$ cat src/rtl/irq_concentrator.sv
module irq_concentrator #(
  parameter int N_SRC = 4,
  parameter int DW = 32,
  parameter int AW = 5,
  parameter logic [N_SRC-1:0] LEVEL_MASK = '1,
  parameter logic [N_SRC-1:0] ACT_HIGH = '1,
  parameter bit FAST = 1'b1
) (
  input  logic             clk,
  input  logic             rst_n,
  input  logic [N_SRC-1:0] src_i,
  input  logic             bus_wr,
  input  logic [AW-1:0]    bus_addr,
  input  logic [DW-1:0]    bus_wdata,
  output logic [DW-1:0]    bus_rdata,
  input  logic [1:0]       cpu_ack,
  output logic             irq_o,
  output logic [DW-1:0]    irq_addr_o
);
  localparam int IW = (N_SRC > 1) ? $clog2(N_SRC) : 1;
  localparam logic [AW-1:0] A_STAT = AW'(0);
  localparam logic [AW-1:0] A_PEND = AW'(1);
  localparam logic [AW-1:0] A_EN   = AW'(2);
  localparam logic [AW-1:0] A_ACK  = AW'(3);
  localparam logic [AW-1:0] A_VEC  = AW'(4);
  localparam logic [AW-1:0] A_MODE = AW'(5);
  localparam logic [AW-1:0] TBL_BASE = AW'(2 ** (AW - 1));

  logic [N_SRC-1:0] s1, s2, s3, act, stat, en, pend, hw_set, sw_set, sw_clr, fclr;
  logic [1:0] mer;
  logic [IW-1:0] top;
  logic found;
  logic [AW-1:0] tbl_off;
  logic in_tbl;
  logic [DW-1:0] tbl_rd;

  always_ff @(posedge clk or negedge rst_n)
    if (!rst_n) begin
      s1 <= ~ACT_HIGH;
      s2 <= ~ACT_HIGH;
      s3 <= ~ACT_HIGH;
    end else begin
      s1 <= src_i;
      s2 <= s1;
      s3 <= s2;
    end

  for (genvar i = 0; i < N_SRC; i++) begin : g_sense
    if (LEVEL_MASK[i]) begin : g_lvl
      assign act[i] = (s2[i] == ACT_HIGH[i]);
    end else if (ACT_HIGH[i]) begin : g_rise
      assign act[i] = s2[i] & ~s3[i];
    end else begin : g_fall
      assign act[i] = ~s2[i] & s3[i];
    end
  end

  assign pend   = stat & en;
  assign hw_set = mer[1] ? act : '0;
  assign sw_set = (bus_wr && bus_addr == A_STAT && !mer[1]) ? bus_wdata[N_SRC-1:0] : '0;
  assign sw_clr = (bus_wr && bus_addr == A_ACK) ? bus_wdata[N_SRC-1:0] : '0;

  always_ff @(posedge clk or negedge rst_n)
    if (!rst_n) begin
      stat <= '0;
      en   <= '0;
      mer  <= '0;
    end else begin
      stat <= (stat & ~sw_clr & ~fclr) | hw_set | sw_set;
      if (bus_wr && bus_addr == A_EN) en <= bus_wdata[N_SRC-1:0];
      if (bus_wr && bus_addr == A_MODE) mer <= bus_wdata[1:0];
    end

  always_comb begin
    top = '0;
    found = 1'b0;
    for (int i = N_SRC - 1; i >= 0; i--)
      if (pend[i]) begin
        top = i[IW-1:0];
        found = 1'b1;
      end
  end

  assign tbl_off = bus_addr - TBL_BASE;
  assign in_tbl  = bus_addr[AW-1] && (tbl_off < AW'(N_SRC));

  if (FAST) begin : g_fast
    typedef enum logic [1:0] {F_IDLE, F_WAIT, F_SVC} fstate_t;
    fstate_t st;
    logic [IW-1:0] cur;
    logic [DW-1:0] addr_q;
    logic [DW-1:0] tbl [N_SRC];

    always_ff @(posedge clk or negedge rst_n)
      if (!rst_n) begin
        st <= F_IDLE;
        cur <= '0;
        addr_q <= '0;
        for (int i = 0; i < N_SRC; i++) tbl[i] <= '0;
      end else begin
        if (bus_wr && in_tbl) tbl[tbl_off[IW-1:0]] <= bus_wdata;
        case (st)
          F_IDLE: if (mer[0] && found) begin
            st <= F_WAIT;
            cur <= top;
            addr_q <= tbl[top];
          end
          F_WAIT: if (cpu_ack == 2'b01) st <= F_SVC;
          F_SVC:  if (cpu_ack == 2'b10) st <= F_IDLE;
          default: st <= F_IDLE;
        endcase
      end

    always_comb begin
      fclr = '0;
      if (st == F_WAIT && cpu_ack == 2'b01 && !LEVEL_MASK[cur]) fclr[cur] = 1'b1;
      if (st == F_SVC && cpu_ack == 2'b10 && LEVEL_MASK[cur]) fclr[cur] = 1'b1;
    end

    assign irq_o = (st == F_WAIT);
    assign irq_addr_o = addr_q;
    assign tbl_rd = in_tbl ? tbl[tbl_off[IW-1:0]] : '0;
  end else begin : g_plain
    assign fclr = '0;
    assign irq_o = mer[0] & |pend;
    assign irq_addr_o = '0;
    assign tbl_rd = '0;
  end

  always_comb
    case (bus_addr)
      A_STAT:  bus_rdata = DW'(stat);
      A_PEND:  bus_rdata = DW'(pend);
      A_EN:    bus_rdata = DW'(en);
      A_VEC:   bus_rdata = found ? DW'(top) : '1;
      A_MODE:  bus_rdata = DW'(mer);
      default: bus_rdata = in_tbl ? tbl_rd : '0;
    endcase
endmodule


$ cat config.mk
export PLATFORM = sky130hd
export DESIGN_NAME = irq_concentrator
export DESIGN_NICKNAME = d
export VERILOG_FILES = /design/src/rtl/irq_concentrator.sv
export SDC_FILE = /design/constraint.sdc
export NUM_CORES = 1
export LEC_CHECK = 0
export BUFFER_PORTS_ARGS = -buffer_cell sky130_fd_sc_hd__buf_2
export CAP_MARGIN = 0
export CORE_MARGIN = 4
export CORE_UTILIZATION = 32
export DETAILED_ROUTE_END_ITERATION = 16
export PLACE_DENSITY = 0.48
export RECOVER_POWER = 100
export SYNTH_ARGS = -nofsm -noshare
export SYNTH_HDL_FRONTEND = slang
export SYNTH_SLANG_ARGS = --single-unit
$ cat constraint.sdc
create_clock -name clk -period 2.2 [get_ports clk]
set_input_delay 0.22 -clock clk [delete_from_list [all_inputs] [get_ports clk]]
set_output_delay 0.22 -clock clk [all_outputs]
set_load 0.02 [all_outputs]
Word-level counts from Yosys, hierarchy flattened --
Cells that the tools add are included.
Cells by class: $lt $le $gt $ge 6, reduce and logical (&&, ||, !) cells 20, bitwise logic cells 10, multiplexer cells 33, eq/ne operators 12, $add $sub $neg 1
Operators by type and width (number):
- $mux 32 | 7
- $pmux 32 s5 | 1
- $bmux 32 s2 | 2
- $bwmux 128 | 1
- $demux 32 s2 | 1
- $mux 4 | 5
- $logic_and 1x1->1 | 14
- $mux 2 | 7
- $and 4x4->4 | 3
- $or 4x4->4 | 3
- $eq 5x2->1 const B | 2
- $eq 5x3->1 const B | 2
- $not 4->4 | 2
- $ge 3x3->1 const B | 2
- $mux 1 | 6
- $not 2->3 | 2
- $pmux 2 s3 | 1
- $eq 5x1->1 const B | 1
- $logic_not 5->1 | 1
- $lt 5x3->1 const B | 1
- $sub 5x5->5 const B | 1
- $eq 2x1->1 const B | 2
- $eq 2x2->1 const B | 2
- $ne 2x2->1 const B | 2
- 10 further kinds | 11
Word-level totals: output and inout bits 65, register bits 182, word-level logic and storage cells 94

Depth between registers and ports, before layout --
word-level depth 11, depth in mapped cells 7, gate-level depth less buffers 4

Least setup slack after synthesis --
No wires, ideal clock.
kind reg-to-output, from register stat[2], to output bus_rdata[3], setup slack 0.323 ns, stages on the path, launching flop included 6, arrival 1.657 ns, path through dfrtp_1 buf_2 a22o_1 or3_1 buf_6 a311oi_2
On the way: word-level cells in the longest chain between the ends 6
RTL lines:
- from (decl) | line 29 | logic [N_SRC-1:0] s1, s2, s3, act, stat, en, pend, hw_set, sw_set, sw_clr, fclr;
- from (signal assigned) | line 69 | stat <= (stat & ~sw_clr & ~fclr) | hw_set | sw_set;
- $and 4x4->4 | line 58 | assign pend = stat & en;
- $mux 1 (3 in series) | line 78 | if (pend[i]) begin
- $mux 32 | line 135 | A_VEC: bus_rdata = found ? DW'(top) : '1;
- $pmux 32 s5 | line 131 | case (bus_addr)
- to (decl) | line 15 | output logic [DW-1:0] bus_rdata,
Every way passes these cells.

Worst setup path after layout --
from register stat[1], to output bus_rdata[3]
On the way: word-level cells in the longest chain between the ends 5
RTL lines (line):
- $and 4x4->4 | 58
- $mux 1 (2 in series) | 78
- $mux 32 | 135
- $pmux 32 s5 | 131
Every way passes these cells.

==> flow_metrics.tcl <==
set metrics [dict create \
    wl_met1_um 13700 \
    period_share 0.998 \
    via_count 6895 \
    die_h_um 180 \
    synthMostInstantiatedCell "dfrtp_1" \
    synth_nets 804 \
    h-tree-depth 4 \
    cp-start-kind "flip-flop" \
    r2r_start "mer[0]" \
    routedWlPerCell_um 22.8 \
    async_reset_ff_frac 1.00 \
    syn_to_final_growth_pct 16.8 \
    seq_area_frac_synth 0.482 \
    syn_area_mm2 0.00944 \
    drc 0 \
    drtAntennaViolNets 0 \
    synth_top_cell_area_share 0.482 \
    core_area_mm2 0.0289 \
    synthDistinctLibCells 50 \
    path_max_fanout 4 \
    antennaDiodeCount 0 \
    path_clk_slew_ns 0.07 \
    finClkSkew_ns 0.0177 \
    first_global_vias 7160 \
    cp.arrival_ns 1.98 \
    powerDensity_mw_per_mm2 1050 \
    clock_latency_ns 0.44 \
    cts_tree "done" \
    synth_ff_type "dfrtp_1" \
    r2r_end "g_fast.cur[0]" \
    placed_cells 1223 \
    synth_area_per_cell_um2 12.5 \
    crit_start "stat[1]" \
    fin_cells 1265 \
    overflow 0 \
    final-max-slew-violation-count 0 \
    critPathRequiredTime_ns 1.98 \
    ys_top_cells_by_area "dfrtp_1 (48%), mux2_2 (12%), mux4_2 (7.4%)" \
    grt_pass1_wl_um 45100 \
    row_count 62 \
    r2r_slack_ns 0.20 \
    crit_type "flip-flop to output pin" \
    power_w 0.0116 \
    final_hold_viol_count 0 \
    drive_gt1_frac 0.347 \
    clkSinkCount 182 \
    synth_top_cell_by_area "dfrtp_1" \
    cts-root-buf "clkbuf_16" \
    status "complete, no violations" \
    placed_cell_area_mm2 0.0106 \
    dieWidth_um 180 \
    leakage_nw 5.03 \
    synth-edff-count 0 \
    clockBufferDepth 2 \
    dr.pass1.iters 5 \
    end_kind "output pin" \
    synth.ff_latch_count 182 \
    reg2reg_depth 5 \
    met3WireLength_um 1620 \
    dp_slack_ns 0.263 \
    gp_congestion 0.786 \
    routed_wl_um 28900 \
    boundaryPins 111 \
    max_cap_violations 0 \
    start_util 0.326 \
    min-delay-path-class "input port to flip-flop" \
    netlist_instances 758 \
    wl_met2_um 13400 \
    cts_buffers 17 \
    top_layer_used "met5" \
    hold-worst-slack_ns 0.0512 \
    worst_slack_ns 0.00354 \
    grtUsageTotal 0.178 \
    yosys_warnings 0 \
    vias_per_cell 5.45 \
    dp.final_hpwl_um 17800 \
    antenna_found_initial 4 \
    dieArea_mm2 0.0323 \
    worstMarginPinSlew_ns 1.24 \
    crit_end "bus_rdata[3]" \
    ir_worst_vdd_mv 0.593 \
    grt_max_degree 67 \
    num-nets-final 914 \
    design_area_mm2 0.0110 \
    portBuffers 110 \
    drt-initial-drc-count 458 \
    synthTopCellsByCount "dfrtp_1 (182), mux2_2 (101), nand2_1 (74), o31ai_1 (35), mux2_4 (34)" \
    fmax_mhz 455 \
    fin_crit_ns 2.20 \
    setup_violations 0 \
    maxSlewHeadroom 0.174 \
    rsz0062_at_grt "true" \
    nFillCells 2898 \
]
## worst min path at each step
stage	from	to	slack [ns]	depth (start not counted)
floorplan	rst_n	act[0]	-0.08	0
CTS	bus_wdata[22]	g_fast.tbl[54]	0.04	2
finish	bus_wdata[5]	g_fast.tbl[5]	0.05	2
global route	bus_wdata[17]	g_fast.tbl[17]	0.04	2
global placement	rst_n	s1[3]	0.20	1
detailed placement	rst_n	s1[0]	0.20	1
## placed cells by master, fill, tap and decap left out, types with 4 or more instances in the layout
cell type,Yosys,layout
nand4b_1,31,31
clkbuf_2,0,14
nand2_1,74,71
o22ai_1,32,32
nand3_1,33,33
nand2b_1,5,5
mux2_2,101,101
o21ai_0,5,5
inv_8,0,5
clkbuf_1,25,35
clkbuf_16,0,17
dfrtp_1,182,181
buf_12,0,5
mux2_4,34,7
o21a_1,31,31
mux2_1,0,27
buf_4,3,28
buf_2,30,68
mux4_2,31,31
a221o_1,5,5
a22o_1,4,4
a22oi_1,31,31
inv_6,0,4
o31ai_1,35,35
nor2b_1,6,6
a21oi_1,7,7
inv_1,7,7
dlygate4sd3_1,0,5
## critical path: stages, from the launching register on
cell      delay, ns
dfrtp_1        0.40
a22o_1         0.25
or3_4          0.41
a311oi_2       0.29
buf_4          0.19
## per-layer routing
layer	vias up	track usage
met5	-	0
met3	20	0.0408
met2	179	0.283
met1	3581	0.253
li1	3109	-
met4	6	0.0332
## report_power, final
part	internal (W)	total, W	switching [W]	leakage (nW)
Combinational	0.00163	0.00377	0.00215	2.44
Clock	0.00153	0.00308	0.00155	0.284
Sequential	0.00412	0.00472	0.000596	2.31
Total	0.00728	0.0116	0.00430	5.03
## sequential cells by signal, indices dropped and copies added (netlist names)
register,cells
irq_addr_o,32
mer,2
stat,4
en,4
g_fast.st,2
act,4
s1,4
g_fast.tbl,128
g_fast.cur,2
## what timing repair did
item / 4_1_cts / 5_1_grt
pin swaps: 0 / 0
endpoints found under the setup margin: 30 / 24
hold buffers: 5 / 0
buffers inserted: 5 / 0
resized for setup: 5 / 1
hold endpoints to repair: 46 / 0
## per-stage QoR
| step | TNS (ns) | util |
|---|---|---|
| 2_1_floorplan | 0 | - |
| 3_3_place_gp | 0 | 0.366 |
| 3_5_place_dp | 0 | 0.366 |
| 4_1_cts | -0.0132 | 0.390 |
| 5_1_grt | -0.457 | 0.381 |
| 6_report | 0 | 0.381 |
## kinds of logic after synthesis
logic type             count (synthesis)  synth area share
buffers and inverters                 76            0.0402
flip-flops                           182             0.482
AO/OA/AOI/OAI                        163             0.125
multiplexers                         167             0.250
AND/OR/NAND/NOR                      170             0.103
## final cells by class
class	instances	area (um^2)	share of cell area
inverter	7	26.3	0.00238
tap	384	480	0.0436
clock buffer	17	425	0.0386
multi-input combinational	500	4420	0.401
sequential	182	4560	0.413
timing repair buffer	160	958	0.0869
clock inverter	15	158	0.0143
No activity file was read; power rests on OpenSTA's default activity.
